### src/rtl/busflt_pkg.sv
package busflt_pkg;

    typedef enum logic [1:0] {
        ST_RECESSIVE = 2'd0,
        ST_DOM_SHORT = 2'd1,
        ST_DOM_LONG  = 2'd2
    } txd_state_t;

    typedef enum logic {
        CH_CLEAR   = 1'b0,
        CH_LATCHED = 1'b1
    } chan_state_t;

    localparam int FLT_TYPES   = 5;
    localparam int IDX_L_SUP   = 0;
    localparam int IDX_L_GND   = 1;
    localparam int IDX_H_SUP   = 2;
    localparam int IDX_H_GND   = 3;
    localparam int IDX_H_L     = 4;

endpackage

### src/rtl/busflt_edge_fsm.sv
module busflt_edge_fsm
    import busflt_pkg::*;
#(
    parameter int MIN_DOM_TICKS = 8
) (
    input  logic clk,
    input  logic rst_n,
    input  logic txd,
    output logic qual_edge,
    output logic short_edge
);

    localparam int TMR_W = $clog2(MIN_DOM_TICKS + 1);
    localparam logic [TMR_W-1:0] TMR_MAX = TMR_W'(MIN_DOM_TICKS);

    txd_state_t state_q, state_d;
    logic [TMR_W-1:0] tmr_q;
    logic             reach_min;

    // dominant time (including the current sample) reaches the minimum
    assign reach_min = (int'(tmr_q) + 1) >= MIN_DOM_TICKS;

    always_ff @(posedge clk or negedge rst_n) begin
        if (!rst_n) begin
            state_q <= ST_RECESSIVE;
        end else begin
            state_q <= state_d;
        end
    end

    always_ff @(posedge clk or negedge rst_n) begin
        if (!rst_n) begin
            tmr_q <= '0;
        end else if (txd) begin
            tmr_q <= '0;
        end else if (tmr_q != TMR_MAX) begin
            tmr_q <= tmr_q + 1'b1;
        end
    end

    always_comb begin
        state_d = state_q;
        unique case (state_q)
            ST_RECESSIVE: begin
                if (!txd) begin
                    state_d = (MIN_DOM_TICKS <= 1) ? ST_DOM_LONG : ST_DOM_SHORT;
                end
            end
            ST_DOM_SHORT: begin
                if (txd) begin
                    state_d = ST_RECESSIVE;
                end else if (reach_min) begin
                    state_d = ST_DOM_LONG;
                end
            end
            ST_DOM_LONG: begin
                if (txd) begin
                    state_d = ST_RECESSIVE;
                end
            end
            default: state_d = ST_RECESSIVE;
        endcase
    end

    always_comb begin
        qual_edge  = 1'b0;
        short_edge = 1'b0;
        unique case (state_q)
            ST_RECESSIVE: ;
            ST_DOM_SHORT: short_edge = txd;
            ST_DOM_LONG:  qual_edge  = txd;
            default: ;
        endcase
    end


    qual_after_dom_chk: assert property (@(posedge clk) disable iff (!rst_n)
        qual_edge |-> (!$past(txd) && txd));


    short_after_dom_chk: assert property (@(posedge clk) disable iff (!rst_n)
        short_edge |-> !$past(txd));

endmodule

### src/rtl/busflt_chan.sv
module busflt_chan
    import busflt_pkg::*;
#(
    parameter int QUAL_EDGES = 4
) (
    input  logic clk,
    input  logic rst_n,
    input  logic normal_mode,
    input  logic auto_clr,
    input  logic qual_edge,
    input  logic short_edge,
    input  logic raw,
    input  logic w1c,
    input  logic leave_normal,
    output logic flag
);

    localparam int CNT_W = $clog2(QUAL_EDGES + 1);
    localparam logic [CNT_W-1:0] CNT_MAX = CNT_W'(QUAL_EDGES);

    chan_state_t state_q, state_d;
    logic [CNT_W-1:0] det_q, cln_q;
    logic set_evt, clr_evt, live_edge;

    assign live_edge = normal_mode && qual_edge;

    always_comb begin
        set_evt = live_edge && raw && ((int'(det_q) + 1) >= QUAL_EDGES);
        clr_evt = (w1c && !raw)
               || (auto_clr && leave_normal)
               || (auto_clr && live_edge && !raw && ((int'(cln_q) + 1) >= QUAL_EDGES));
    end

    always_ff @(posedge clk or negedge rst_n) begin
        if (!rst_n) begin
            det_q <= '0;
            cln_q <= '0;
        end else if (!normal_mode || short_edge) begin
            det_q <= '0;
            cln_q <= '0;
        end else if (qual_edge) begin
            if (raw) begin
                det_q <= (det_q == CNT_MAX) ? det_q : det_q + 1'b1;
                cln_q <= '0;
            end else begin
                det_q <= '0;
                cln_q <= (cln_q == CNT_MAX) ? cln_q : cln_q + 1'b1;
            end
        end
    end

    always_ff @(posedge clk or negedge rst_n) begin
        if (!rst_n) begin
            state_q <= CH_CLEAR;
        end else begin
            state_q <= state_d;
        end
    end

    always_comb begin
        state_d = state_q;
        unique case (state_q)
            CH_CLEAR:   if (set_evt) state_d = CH_LATCHED;
            CH_LATCHED: if (clr_evt) state_d = CH_CLEAR;
            default:    state_d = CH_CLEAR;
        endcase
    end

    always_comb begin
        flag = (state_q == CH_LATCHED);
    end


    set_on_fault_edge_chk: assert property (@(posedge clk) disable iff (!rst_n)
        $rose(flag) |-> $past(qual_edge && raw && normal_mode));


    w1c_blocked_chk: assert property (@(posedge clk) disable iff (!rst_n)
        (flag && w1c && raw) |=> flag);


    sw_mode_clear_chk: assert property (@(posedge clk) disable iff (!rst_n)
        ($fell(flag) && !$past(auto_clr)) |-> $past(w1c && !raw));

endmodule

### src/rtl/busflt_monitor.sv
module busflt_monitor
    import busflt_pkg::*;
#(
    parameter int TICKS_PER_US = 4,
    parameter int MIN_DOM_US   = 2,
    parameter int QUAL_EDGES   = 4,
    parameter int STATUS_W     = 8
) (
    input  logic                 clk,
    input  logic                 rst_n,
    input  logic                 txd,
    input  logic                 normal_mode,
    input  logic                 auto_clr,
    input  logic [FLT_TYPES-1:0] flt_raw,
    input  logic                 wr_en,
    input  logic [STATUS_W-1:0]  wr_data,
    output logic [STATUS_W-1:0]  status,
    output logic                 fault_n
);

    localparam int MIN_DOM_TICKS = TICKS_PER_US * MIN_DOM_US;

    logic qual_edge, short_edge;
    logic normal_q, leave_normal;
    logic [FLT_TYPES-1:0] flags;

    always_ff @(posedge clk or negedge rst_n) begin
        if (!rst_n) begin
            normal_q <= 1'b0;
        end else begin
            normal_q <= normal_mode;
        end
    end

    assign leave_normal = normal_q && !normal_mode;

    busflt_edge_fsm #(
        .MIN_DOM_TICKS(MIN_DOM_TICKS)
    ) u_edge (
        .clk       (clk),
        .rst_n     (rst_n),
        .txd       (txd),
        .qual_edge (qual_edge),
        .short_edge(short_edge)
    );

    for (genvar g = 0; g < FLT_TYPES; g++) begin : g_chan
        busflt_chan #(
            .QUAL_EDGES(QUAL_EDGES)
        ) u_chan (
            .clk         (clk),
            .rst_n       (rst_n),
            .normal_mode (normal_mode),
            .auto_clr    (auto_clr),
            .qual_edge   (qual_edge),
            .short_edge  (short_edge),
            .raw         (flt_raw[g]),
            .w1c         (wr_en && wr_data[g]),
            .leave_normal(leave_normal),
            .flag        (flags[g])
        );
    end

    always_comb begin
        status = '0;
        status[FLT_TYPES-1:0] = flags;
        fault_n = normal_mode ? ~(|flags) : 1'b1;
    end


    leave_clears_chk: assert property (@(posedge clk) disable iff (!rst_n)
        ($fell(normal_mode) && auto_clr) |=> (status == '0));

endmodule

### config.mk
export PLATFORM = sky130hd
export DESIGN_NAME = busflt_monitor
export DESIGN_NICKNAME = d
export VERILOG_FILES = /design/src/rtl/busflt_pkg.sv /design/src/rtl/busflt_edge_fsm.sv /design/src/rtl/busflt_chan.sv /design/src/rtl/busflt_monitor.sv
export SDC_FILE = /design/constraint.sdc
export NUM_CORES = 1
export LEC_CHECK = 0
export ABC_AREA = 1
export BUFFER_PORTS_ARGS = -buffer_cell sky130_fd_sc_hd__buf_2
export CAP_MARGIN = 20
export CORE_ASPECT_RATIO = 0.8
export CORE_UTILIZATION = 64
export DETAILED_ROUTE_END_ITERATION = 7
export GPL_TIMING_DRIVEN = 0
export PLACE_DENSITY_LB_ADDON = 0.2
export SYNTH_ARGS = -nofsm -noshare
export SYNTH_HDL_FRONTEND = slang
export SYNTH_SLANG_ARGS = --single-unit
### constraint.sdc
create_clock -name clk -period 3.03 [get_ports clk]
set_clock_uncertainty 0.2 [all_clocks]
set_input_delay 0.606 -clock clk [delete_from_list [all_inputs] [get_ports clk]]
set_output_delay 0.606 -clock clk [all_outputs]
set_load 0.02 [all_outputs]
==> impl_metrics.toml <==
[outcome]
run_status = "finished clean"

[floorplan]
die-area_um2 = 4597
die_height_um = 60.85
initial_core_util_pct = 66.31
placement_rows = 21
design.core.area_um2 = 4178
boundaryPins = 28
dieWidth_um = 75.56

[route]
detail_route.vias_per_cell = 5.203
detail_route.drc_violations = 0
num_vias = 2336
post_drt_wl_per_cell_um = 12.02
starting_drc_count_in_detailed_routing = 158
wl_um = 5395
drt_pass_1_iters = 4
drtAntennaViolNets = 0

[critical_path]
crit_chain = "nor2_1, nand2_1, o21ai_0, buf_2"
worst_path_max_delay_cell = "sky130_fd_sc_hd__dfrtp_1"
cp_slowest_stage_delay_ns = 0.43
worst_ep_required_time_ns = 2.22
startpoint_type = "flop"
path_max_fanout = 4
critPathCaptureType = "output port"
worstPathArrival_ns = 1.27
criticalPathCategory = "reg -> out"

[sta]
period_minus_slack_ns = 2.072
worst-slew-pin-transition_ns = 0.9143
rsz_0062_raised_after_global_routing = "no"
finalHoldViolations = 0
final-setup-viol-count = 0
achievable-frequency_ghz = 0.4825
fin_crit_sh_pct = 68.40
max-slew-margin-rel_pct = 39.04
finalSetupTns_ns = 0
final_max_slew_viol_count = 0

[synthesis]
synth.largest_area_cell = "sky130_fd_sc_hd__dfrtp_1"
netlist_instances = 362
seq_area_frac_synth_pct = 37.94
yosysWarnings = 0
avgSynthCellArea_um2 = 7.652
ys_types = 23
synthTopCellsByArea = "sky130_fd_sc_hd__dfrtp_1, sky130_fd_sc_hd__nand2_1, sky130_fd_sc_hd__ha_1"
syn-cell-area_um2 = 2770
synthDominantCellAreaShare_pct = 37.94
yosys_register_bits = 42

[job]
drv.max_cap_violation_count = 0

[cts]
tritoncts = "done"
cts_num_sinks = 42
cts_buffers = 5
clockRootBuffer = "sky130_fd_sc_hd__clkbuf_8"
post_cts_hold_buffer_count = 0
worstSkewPairLatency_ns = 0.30
cts_max_level = 2
post_cts_sizing_count = 0
cts.clk_slew.worst_paths_ns = 0.09
postCtsSetupRepairBufs = 0
max-clock-path-buffers = 2

[layout]
instances_no_fill = 449
area_delta_synth_final_pct = 9.892
layout-drive-gt1-share_pct = 14.80
nNetsFinal = 432
insertedDiodeCount = 0
layout.cells.most_common = "sky130_fd_sc_hd__nand2_1"
commonest_non_fill_non_tap_cells_in_the_layout = "sky130_fd_sc_hd__nand2_1, sky130_fd_sc_hd__inv_1, sky130_fd_sc_hd__dfrtp_1"
fin_util_pct = 72.87
final_area_um2 = 3044

[grt]
number_of_antenna_violations_at_the_first_check_in_global_routing = 0
grt.overflow.total = 0
grt_pass1_wl_um = 8818
grt_max_degree = 43
number_of_global_route_vias_before_repair = 2027
globalRouteTotalUtil_pct = 25.63

[place]
place_hpwl_um = 3970
placement.io_buffers = 20
placed_cells = 441
gp_congestion = 0.7936
placement.cell_area_um2 = 2949

[power]
switchingPower_w = 0.0005491
cellLeakagePower_nw = 1.677
p_seq_share_pct = 46.8
comb_power_share_pct = 28.0
sw_frac_of_total_pct = 36.33
clkPwrFrac_pct = 25.3
total_power_w = 0.001512
intPower_w = 0.0009625
power-per-cell-area_nw_per_um2 = 496.5
ir_drop_uv = 333.7

[hold_path]
hold_path.class = "in -> async"
## through the flow
stage	hold WS, ns	setup slack, ns
6_report	0.2294	0.9576
5_1_grt	0.2712	0.8765
4_1_cts	0.2751	0.9778
3_5_place_dp	0.2973	0.9833
3_3_place_gp	0.2864	0.9908
2_1_floorplan	0.1104	1.218
## power groups by stage
| stage | logic (W) | clock network (W) | registers [W] |
|---|---|---|---|
| 6_report | 0.000423 | 0.000382 | 0.000707 |
| 3_3_place_gp | 0.000405 | 0 | 0.000712 |
| 2_1_floorplan | 0.000321 | 0 | 0.000698 |
| 5_1_grt | 0.000485 | 0.000416 | 0.000719 |
| 4_1_cts | 0.000425 | 0.000391 | 0.000705 |
| 3_5_place_dp | 0.000422 | 0 | 0.000717 |
## cells by family (layout without fill, tap and decap cells)
group           Yosys count  count (layout)  share of synthesized area, %
flops                    42              42                         37.94
xor+xnor                  6               6                         1.897
other cells               1               3                        0.1354
compound gates           22              22                         4.698
simple gates            203             203                         34.42
fa+ha+maj                22              22                         9.937
buf+inv                  66              94                         10.98
## worst paths after layout
check / endpoint / cells past startpoint / start / slack (ns)
worst min register to register: g_chan[1].u_chan.det_q[1] / 2 / g_chan[1].u_chan.det_q[1] / 0.31
worst max register to register: g_chan[4].u_chan.flag / 6 / u_edge.state_q[0] / 1.24
worst max-delay path: fault_n / 4 / g_chan[0].u_chan.flag / 0.96
worst min-delay path: g_chan[2].u_chan.cln_q[0] / 1 / rst_n / 0.23
min in group clk: normal_q / 1 / normal_mode / 0.29
max in group asynchronous: u_edge.tmr_q[1] / 1 / rst_n / 1.81
## area by class of cell
class | instances | area, um^2
Clock buffer | 6 | 82.58
Inverter | 53 | 198.9
Timing Repair Buffer | 20 | 100.1
Buffer | 13 | 105.1
Fill cell | 331 | 1134
Multi-Input combinational cell | 256 | 1423
Clock inverter | 2 | 12.51
Tap cell | 57 | 71.32
Sequential cell | 42 | 1051
## cell usage after synthesis
cell / n
sky130_fd_sc_hd__nand2_1: 115
sky130_fd_sc_hd__inv_1: 50
sky130_fd_sc_hd__dfrtp_1: 42
sky130_fd_sc_hd__nand3_1: 30
sky130_fd_sc_hd__nand4_1: 26
sky130_fd_sc_hd__ha_1: 22
sky130_fd_sc_hd__nor2_1: 13
sky130_fd_sc_hd__o21ai_0: 13
sky130_fd_sc_hd__buf_4: 11
sky130_fd_sc_hd__nor2_4: 9
sky130_fd_sc_hd__nor3_1: 6
sky130_fd_sc_hd__a31oi_1: 5
sky130_fd_sc_hd__xor2_1: 5
sky130_fd_sc_hd__inv_2: 3
sky130_fd_sc_hd__buf_6: 2
sky130_fd_sc_hd__nand2_2: 2
sky130_fd_sc_hd__o21ai_1: 2
sky130_fd_sc_hd__a21oi_4: 1
sky130_fd_sc_hd__conb_1: 1
sky130_fd_sc_hd__nand3_2: 1
sky130_fd_sc_hd__nor2_2: 1
sky130_fd_sc_hd__o31ai_1: 1
sky130_fd_sc_hd__xnor2_1: 1
## per-layer routing
layer / global-route usage [%] / routed length, um / vias up
met5: 0 / 0 / -
met4: 6.878 / 22 / 0
met3: 5.150 / 291 / 4
met2: 41.58 / 2434 / 52
met1: 35.29 / 2646 / 1064
li1: - / - / 1216
## worst max-delay path, delay by kind of cell (launching register included)
kind                   cells  cell delay, ns
AO/OA/AOI/OAI              1            0.13
buffers and inverters      1            0.19
AND/OR/NAND/NOR            2            0.22
flip-flops                 1            0.43
## registers in the layout, indices dropped and copies added, names as in the netlist
name and cells:
u_edge.tmr_q 4, u_edge.state_q 2, normal_q 1, g_chan.u_chan.det_q 15, g_chan.u_chan.cln_q 15, g_chan.u_chan.flag 5
Note: power is estimated with default switching activity, not from simulation.
